==> src/rtl/pgtab_xlate.sv <==
module pgtab_xlate #(
  parameter int TLB_N  = 8,
  parameter int PG_W   = 12,
  parameter int PROT_W = 7
) (
  input  logic        clk,
  input  logic        rst_n,
  input  logic [31:0] tbl_base,
  input  logic [31:0] prot_base,
  input  logic        req_valid,
  output logic        req_ready,
  input  logic [31:0] req_va,
  output logic        rsp_valid,
  output logic [31:0] rsp_pa,
  output logic        rsp_fault,
  output logic        rsp_nonsec,
  output logic        mem_req_valid,
  input  logic        mem_req_ready,
  output logic [31:0] mem_req_addr,
  input  logic        mem_rsp_valid,
  input  logic [31:0] mem_rsp_data
);
  localparam int VPN_W = 32 - PG_W;
  localparam int PTR_W = (TLB_N > 1) ? $clog2(TLB_N) : 1;
  localparam int D_VLD = 1;
  localparam int D_NS  = 3;

  typedef enum logic [1:0] {IDLE, ASK, WAIT} st_t;
  st_t state;

  logic [31:0]      va_q;
  logic [PTR_W-1:0] ptr;
  logic [TLB_N-1:0] t_v;
  logic [VPN_W-1:0] t_vpn [TLB_N];
  logic [VPN_W-1:0] t_ppn [TLB_N];
  logic [TLB_N-1:0] t_ns;

  logic [TLB_N-1:0] hit_vec;
  logic [VPN_W-1:0] hit_ppn;
  logic             hit_ns;
  logic             fill;
  logic             unused_bits;

  always_comb begin
    hit_vec = '0;
    hit_ppn = '0;
    hit_ns  = 1'b0;
    for (int i = 0; i < TLB_N; i++) begin
      hit_vec[i] = t_v[i] && (t_vpn[i] == req_va[31:PG_W]);
      if (hit_vec[i]) begin
        hit_ppn = hit_ppn | t_ppn[i];
        hit_ns  = hit_ns | t_ns[i];
      end
    end
  end

  assign req_ready     = (state == IDLE);
  assign mem_req_valid = (state == ASK);
  assign mem_req_addr  = tbl_base + 32'({va_q[31:PG_W], 2'b00});
  assign fill          = (state == WAIT) && mem_rsp_valid && mem_rsp_data[D_VLD];
  assign unused_bits   = ^{mem_rsp_data[PG_W-1:D_NS+1], mem_rsp_data[D_NS-1:D_VLD+1],
                           mem_rsp_data[0], prot_base[PROT_W-1:0]};

  always_ff @(posedge clk or negedge rst_n) begin
    if (!rst_n) begin
      state      <= IDLE;
      va_q       <= '0;
      ptr        <= '0;
      t_v        <= '0;
      rsp_valid  <= 1'b0;
      rsp_pa     <= '0;
      rsp_fault  <= 1'b0;
      rsp_nonsec <= 1'b0;
    end else begin
      rsp_valid <= 1'b0;
      case (state)
        IDLE: if (req_valid) begin
          va_q <= req_va;
          if (|hit_vec) begin
            rsp_valid  <= 1'b1;
            rsp_pa     <= {hit_ppn, req_va[PG_W-1:0]};
            rsp_fault  <= 1'b0;
            rsp_nonsec <= hit_ns;
          end else begin
            state <= ASK;
          end
        end
        ASK: if (mem_req_ready) state <= WAIT;
        WAIT: if (mem_rsp_valid) begin
          state     <= IDLE;
          rsp_valid <= 1'b1;
          if (mem_rsp_data[D_VLD]) begin
            rsp_pa     <= {mem_rsp_data[31:PG_W], va_q[PG_W-1:0]};
            rsp_fault  <= 1'b0;
            rsp_nonsec <= mem_rsp_data[D_NS];
            t_v[ptr]   <= 1'b1;
            ptr        <= (ptr == PTR_W'(TLB_N - 1)) ? '0 : ptr + 1'b1;
          end else begin
            rsp_pa     <= {prot_base[31:PROT_W], {PROT_W{1'b0}}};
            rsp_fault  <= 1'b1;
            rsp_nonsec <= 1'b0;
          end
        end
        default: state <= IDLE;
      endcase
    end
  end

  always_ff @(posedge clk) begin
    if (fill) begin
      t_vpn[ptr] <= va_q[31:PG_W];
      t_ppn[ptr] <= mem_rsp_data[31:PG_W];
      t_ns[ptr]  <= mem_rsp_data[D_NS];
    end
  end


  req_hold_chk: assert property (@(posedge clk) disable iff (!rst_n)
    mem_req_valid && !mem_req_ready |=> mem_req_valid && $stable(mem_req_addr));


  stall_chk: assert property (@(posedge clk) disable iff (!rst_n)
    mem_req_valid |-> !req_ready);


  hit_rsp_chk: assert property (@(posedge clk) disable iff (!rst_n)
    req_ready && req_valid && (|hit_vec) |=> rsp_valid && !rsp_fault && !mem_req_valid);


  fault_flags_chk: assert property (@(posedge clk) disable iff (!rst_n)
    rsp_fault && rsp_valid |-> !rsp_nonsec);


  unique_hit_chk: assert property (@(posedge clk) disable iff (!rst_n)
    $onehot0(hit_vec));
endmodule

==> config.mk <==
export PLATFORM = sky130hd
export DESIGN_NAME = pgtab_xlate
export DESIGN_NICKNAME = d
export VERILOG_FILES = /design/src/rtl/pgtab_xlate.sv
export SDC_FILE = /design/constraint.sdc
export NUM_CORES = 1
export LEC_CHECK = 0
export ABC_CLOCK_PERIOD_IN_PS = 13500
export BUFFER_PORTS_ARGS = -buffer_cell sky130_fd_sc_hd__buf_4
export CORE_MARGIN = 3
export CORE_UTILIZATION = 59
export DETAILED_ROUTE_END_ITERATION = 8
export GPL_TIMING_DRIVEN = 0
export PLACE_DENSITY = 0.83
export SLEW_MARGIN = 40
export SYNTH_ARGS = -nofsm -noshare
export SYNTH_HDL_FRONTEND = slang
export SYNTH_SLANG_ARGS = --single-unit
==> constraint.sdc <==
create_clock -name clk -period 13.5 [get_ports clk]
set_input_delay 0.675 -clock clk [delete_from_list [all_inputs] [get_ports clk]]
set_output_delay 0.675 -clock clk [all_outputs]
set_load 0.01 [all_outputs]
==> metrics, run 1 <==
Reg-to-Reg Start=t_vpn[3][14]; Tmin final=4.52 ns; WP data arrival=3.84 ns; startpoint types=flip-flop; pwr dens=179 nW/um2; Largest stage delay, worst path=0.68 ns; critical-path cell list=ha_1 -> inv_1 -> fa_1 -> nor2b_1 -> o21ai_0 -> a21boi_0 -> o21a_1 -> o211ai_1 -> a21oi_1 -> clkbuf_1 -> nand4b_1 -> nand3_1 -> buf_4; Worst Path Buf+Inv=3; # IOs=202; CORE AREA=29200 um2; setup TNS=0 ns; DR iter-0 viols=1398; area grow syn2layout=19.5%; register bit count reported by yosys=408; Critical Path Fanout Max=10; commonest cells in the netlist=edfxtp_1, xor2_1, dfrtp_1; slowest stage cell, crit path=dfrtp_1; Top FF cell, synth=edfxtp_1; 1st-pass router iterations=6; endpoint class of the critical path=output port; Final Hold Fails=0; Crit path required time=12.82 ns; Root Buffer=clkbuf_16; largest net degree at the start of global routing=81; combinational power share=0.247; Antenna Diode Count=0; slew margin rel.=0.421; maximum root-to-sink buffer count=3; final critical-path share of the clock period=0.335; TritonCTS Buffers=39; cell count after synthesis=1170; Mapped Area=17800 um2; WS Path Type=reg -> out; Post-synth ARST share=0.196; max frequency=0.221 GHz; top cells by area, synth=edfxtp_1, dfrtp_1, xor2_1; vias in the first global route=11816; Worst Hold Class=in -> async; via count=11612; GP Congestion=0.864; leakage power=8.07 nW; DIE AREA=32200 um2; clk sinks=408; pins over their slew limit=0; routed len/inst=24.9 um; wirelength, routed=45500 um; Synth top area share=0.555; initial core utilization=0.609; later-pin clock latency in the skew report=0.54 ns; sw frac=0.295; Mapped Nets=1326; post-DP HPWL=29700 um; cell row count=62; Worst Setup SP=va_q[12]; Overflow after GRT=0; Die Ht=179 um; die width=179 um; Final ANT Viol Nets=0; layout cell share with drive strength beyond 1=0.272; Pint=2.69 mW; leading area contributor after synthesis=edfxtp_1; clock power share=0.296; fin util=0.727; TritonCTS clock tree=yes; first-pass GRT wire length=68900 um; Psw=1.12 mW; Post-CTS Resized=0; port bufs=160; Layout fillers=1770; cell with the most instances after synthesis=edfxtp_1; Via density=6.35; hold_buf cts=0; peak supply drop=0.114 mV; Synthesis Warnings=0; Sequential Power Share=0.457; Slew @ Worst Pin=0.868 ns; syn_area_per_cell=15.2 um2; cell family with most CP delay=compound AO/OA/AOI/OAI gates; Max Cap Viol=0; clock-pin slew on the worst setup and hold paths=0.06 ns; Seq/Total Area, Yosys=0.668; Clock Skew=0.0257 ns; Final setup viols=0; RSZ-0062 raised after global routing=no; # H-tree levels=2; Nets=1572; status=finished clean; number of synthesized flops with an enable pin=328; All-Layer GR Usage=0.275; Synth cell types=63; setup bufs post-CTS=0; Post-route DRC=0; initial antenna violation count=0
per-layer routing:
metal | up-vias | track usage | wire (um)
met1 | 5684 | 0.372 | 16900
met4 | 0 | 0.0968 | 1420
li1 | 4986 | - | -
met2 | 825 | 0.454 | 22200
met5 | - | 0 | 0
met3 | 117 | 0.0511 | 5000
worst register-to-register path, cell delays in order (launching register included):
cell      delay, ns
edfxtp_1       0.39
xor2_1         0.16
nor4_1         0.65
nand4_1        0.32
nor2_1         0.40
buf_2          0.38
a22o_1         0.20
a221oi_1       0.05
a31oi_1        0.32
mux2_4         0.22
metrics by stage:
step           instance area (um2)  hold slack [ns]  instances  setup slack [ns]  total power, mW
5_1_grt                      21200            0.242       1829              8.69             3.96
6_report                     21200            0.197       1829              8.98             3.81
3_5_place_dp                 19900            0.455       1759              9.53             2.69
2_1_floorplan                17800            0.379       1170              7.63             2.24
3_3_place_gp                 19400            0.452       1714              4.02             2.65
4_1_cts                      21200            0.244       1829              9.01             3.81
cells in the final DEF, fill, tap and decap left out, types with 6 or more instances in the layout:
cell,count
nor3_1,15
nor4_1,31
buf_2,32
ha_1,22
nand2_1,39
o21ai_0,23
nor2b_1,14
edfxtp_1,328
nand4_1,10
buf_4,193
a32oi_1,9
mux2_4,29
nor2_1,16
nand3_1,27
bufinv_16,6
mux2_2,36
clkbuf_1,27
xnor2_1,22
nor3b_1,6
nand2b_1,14
a211oi_1,12
xor2_1,154
a31oi_1,12
a222oi_1,20
a21oi_1,42
dfrtp_1,80
a22o_1,21
and3_1,6
clkbuf_16,40
or2_2,8
a21o_1,7
mux2i_1,14
clkinv_2,6
a221oi_1,21
buf_6,9
inv_1,13
sequential cells by signal, summed over array words and instances (netlist names):
register,cells
t_ppn,160
t_vpn,160
rsp_pa,32
va_q,32
t_ns,8
t_v,8
ptr,3
state,2
rsp_fault,1
rsp_nonsec,1
rsp_valid,1
power by group through the flow:
stage	Sequential, mW	Combinational (mW)	Clock, mW
after floorplan	1.68	0.560	0
final	1.74	0.939	1.13
after global routing	1.76	1.02	1.18
after global placement	1.75	0.897	0
after CTS	1.74	0.940	1.13
after detailed placement	1.76	0.928	0
kinds of logic after synthesis:
family	synth area share
buffers and inverters	0.0259
adders and majority gates	0.0166
xor gates and xnor gates	0.0868
and+or+nand+nor	0.0651
muxes	0.0553
AOI/OAI and AO/OA	0.0827
DFF	0.668
final timing paths:
| path | to | slack (ns) | cells past startpoint |
|---|---|---|---|
| max in group asynchronous | va_q[23] | 12.78 | 1 |
| max | mem_req_addr[22] | 8.98 | 13 |
| max reg2reg | rsp_pa[31] | 10.38 | 9 |
| min in group clk | state[0] | 0.35 | 2 |
| min | rsp_pa[0] | 0.20 | 1 |
| min reg2reg | t_v[3] | 0.48 | 1 |
cell type report:
type,count,area [um2],share of cell area
buffer,62,403,0.0190
clock buffer,50,1060,0.0499
clock inverter,20,262,0.0123
inverter,15,58.8,0.00277
multi-input combinational,685,5490,0.259
sequential,408,11900,0.559
tap,384,480,0.0226
timing repair buffer,205,1620,0.0762
No activity file was read; power rests on OpenSTA's default activity.
==> run 2: changes to the inputs <==
--- a/config.mk
+++ b/config.mk
@@ -5,7 +5,7 @@
 export SDC_FILE = /design/constraint.sdc
 export NUM_CORES = 1
 export LEC_CHECK = 0
-export ABC_CLOCK_PERIOD_IN_PS = 13500
+export ABC_CLOCK_PERIOD_IN_PS = 4700
 export BUFFER_PORTS_ARGS = -buffer_cell sky130_fd_sc_hd__buf_4
 export CORE_MARGIN = 3
 export CORE_UTILIZATION = 59
==> constraint.sdc (replaced) <==
create_clock -name clk -period 4.7 [get_ports clk]
set_input_delay 0.235 -clock clk [delete_from_list [all_inputs] [get_ports clk]]
set_output_delay 0.235 -clock clk [all_outputs]
set_load 0.01 [all_outputs]
==> metrics, run 2 (synthesized netlist as in run 1, its figures left out) <==
status=finished clean; All-Layer GR Usage=0.282 (+0.00707); Root Buffer=clkbuf_16; Antenna Diode Count=0 (unchanged); slew margin rel.=0.435 (+0.0140); vias in the first global route=12000 (+1.6%); max frequency=0.239 GHz; Final ANT Viol Nets=0 (unchanged); Largest stage delay, worst path=0.69 ns (about the same); clk sinks=408 (unchanged); via count=11789 (+1.5%); min-delay src=req_va[13]; wirelength, routed=46700 um (+2.5%); Reg-to-Reg Start=state[1]; WP data arrival=3.95 ns (+0.11 ns); largest net degree at the start of global routing=81 (unchanged); Overflow after GRT=0 (unchanged); Final Worst Setup Slack=0.519 ns (-8.46 ns); Crit path required time=4.47 ns (-8.35 ns); 1st-pass router iterations=6 (unchanged); # H-tree levels=2 (unchanged); maximum root-to-sink buffer count=3 (unchanged); Final Hold Fails=0 (unchanged); initial core utilization=0.609 (unchanged); DR iter-0 viols=1474 (+5.4%); final critical-path share of the clock period=0.890; Tmin final=4.18 ns; Post-route DRC=0 (unchanged); pwr dens=507 nW/um2 (+180%); # IOs=202 (unchanged); Worst Hold Class=in -> reg; die width=179 um (unchanged); Max Cap Viol=0 (unchanged); cell row count=62 (unchanged); Slew @ Worst Pin=0.847 ns (-0.0210 ns); first-pass GRT wire length=70300 um (+2.2%); TritonCTS Buffers=40 (+2.6%); pins over their slew limit=0 (unchanged); most common cell after layout, fill and taps aside=edfxtp_1; Via density=6.32 (-0.49%); Clock Skew=0.0214 ns (-0.00431 ns); critical-path cell list=ha_1 -> a2111oi_0 -> o21ai_0 -> a21oi_1 -> o31ai_1 -> a311oi_1 -> nand2b_1 -> xnor2_1 -> buf_4; clock-pin slew on the worst setup and hold paths=0.06 ns (about the same); worst r2r dst=t_ppn[2][14]; slowest stage cell, crit path=dfrtp_1; post-DP HPWL=29700 um (+0.12%); layout cell share with drive strength beyond 1=0.266 (-0.00612); Worst R2R Path Depth=8 (-1); Critical Path Fanout Max=10 (unchanged); Setup Slack @ Placement=1.24 ns (-8.29 ns); RSZ-0062 raised after global routing=no; most frequent cells in the layout=edfxtp_1, buf_4, xor2_1, dfrtp_1, a21oi_1; Nets=1606 (+2.2%); Top Registers=t_ppn x160, t_vpn x160; worst hold path depth=3; Final setup viols=0 (unchanged); Die Ht=179 um (unchanged); hold slack=0.00683 ns (-0.191 ns); routed len/inst=25.0 um (+0.50%); Layout Cells excl Fill=1866 (+2.0%); WS Path Type=reg -> out; Placed Cells=1756 (-0.17%); initial antenna violation count=0 (unchanged); Layout fillers=1690 (-4.5%); later-pin clock latency in the skew report=0.55 ns (about the same); peak supply drop=0.313 mV (+170%); TritonCTS clock tree=yes; DIE AREA=32200 um2 (unchanged); leakage power=8.20 nW (+1.6%); endpoint class of the critical path=output port; fin util=0.740 (+0.0124); startpoint types=flip-flop; port bufs=160 (unchanged); FF-to-FF setup slack=1.57 ns (-8.81 ns); GP Congestion=0.875 (+1.4%); CORE AREA=29200 um2 (unchanged); hold path endpoint=va_q[13]; setup bufs post-CTS=0 (unchanged); area grow syn2layout=21.6%
## run 2: worst max-delay path by stage
stage	start	endpoint	depth (start not counted)
2_1_floorplan	state[0]	t_ns[2]	4
3_3_place_gp	mem_rsp_data[1]	t_v[2]	4
3_5_place_dp	va_q[18]	mem_req_addr[27]	9
6_report	va_q[18]	mem_req_addr[27]	9
4_1_cts	va_q[18]	mem_req_addr[27]	9
5_1_grt	va_q[18]	mem_req_addr[31]	9
## run 2: what timing repair did
item	CTS	global route
hold buffers	36	0
resized for setup	0	0
endpoints found under the hold margin	262	0
setup endpoints to repair	0	0
## run 2: stage by stage
step                TNS, ns  instance area (um2)  power, mW
finish                    0                21600       10.9
global route              0                21600       11.3
detailed placement        0                19900       7.70
CTS                       0                21600       10.9
global placement    -379.02                19400       7.60
floorplan                 0                17800       6.44
## run 2: metal layers
metal  vias up  wire length (um)  track usage
li1       5064                 -            -
met1      5788             17700        0.378
met2       811             22500        0.469
met3       126              4770       0.0467
met4         0              1670        0.110
met5         -                 0            0
## run 2: worst max-delay path: cells and delay by family, from the launching register on
family                     cells  cell delay [ns]
and+or+nand+nor                1             0.20
xor gates and xnor gates       1             0.13
adders and majority gates      1             0.38
buffers and inverters          1             0.14
DFF                            1             0.69
AOI/OAI and AO/OA              5             1.86
## run 2: power breakdown
part	total (mW)	switching, mW	internal [mW]	leakage [nW]
Clock	3.20	1.38	1.82	0.641
Combinational	2.73	1.38	1.36	3.61
Sequential	5.01	0.552	4.45	3.95
## run 2: area by class of cell
cell class,count,area [um2],share of cell area
Buffer,62,403,0.0187
Clock buffer,48,1080,0.0502
Clock inverter,26,229,0.0106
Inverter,15,58.8,0.00273
Multi-Input combinational cell,685,5500,0.255
Sequential cell,408,11900,0.549
Tap cell,384,480,0.0223
Timing Repair Buffer,238,1980,0.0916
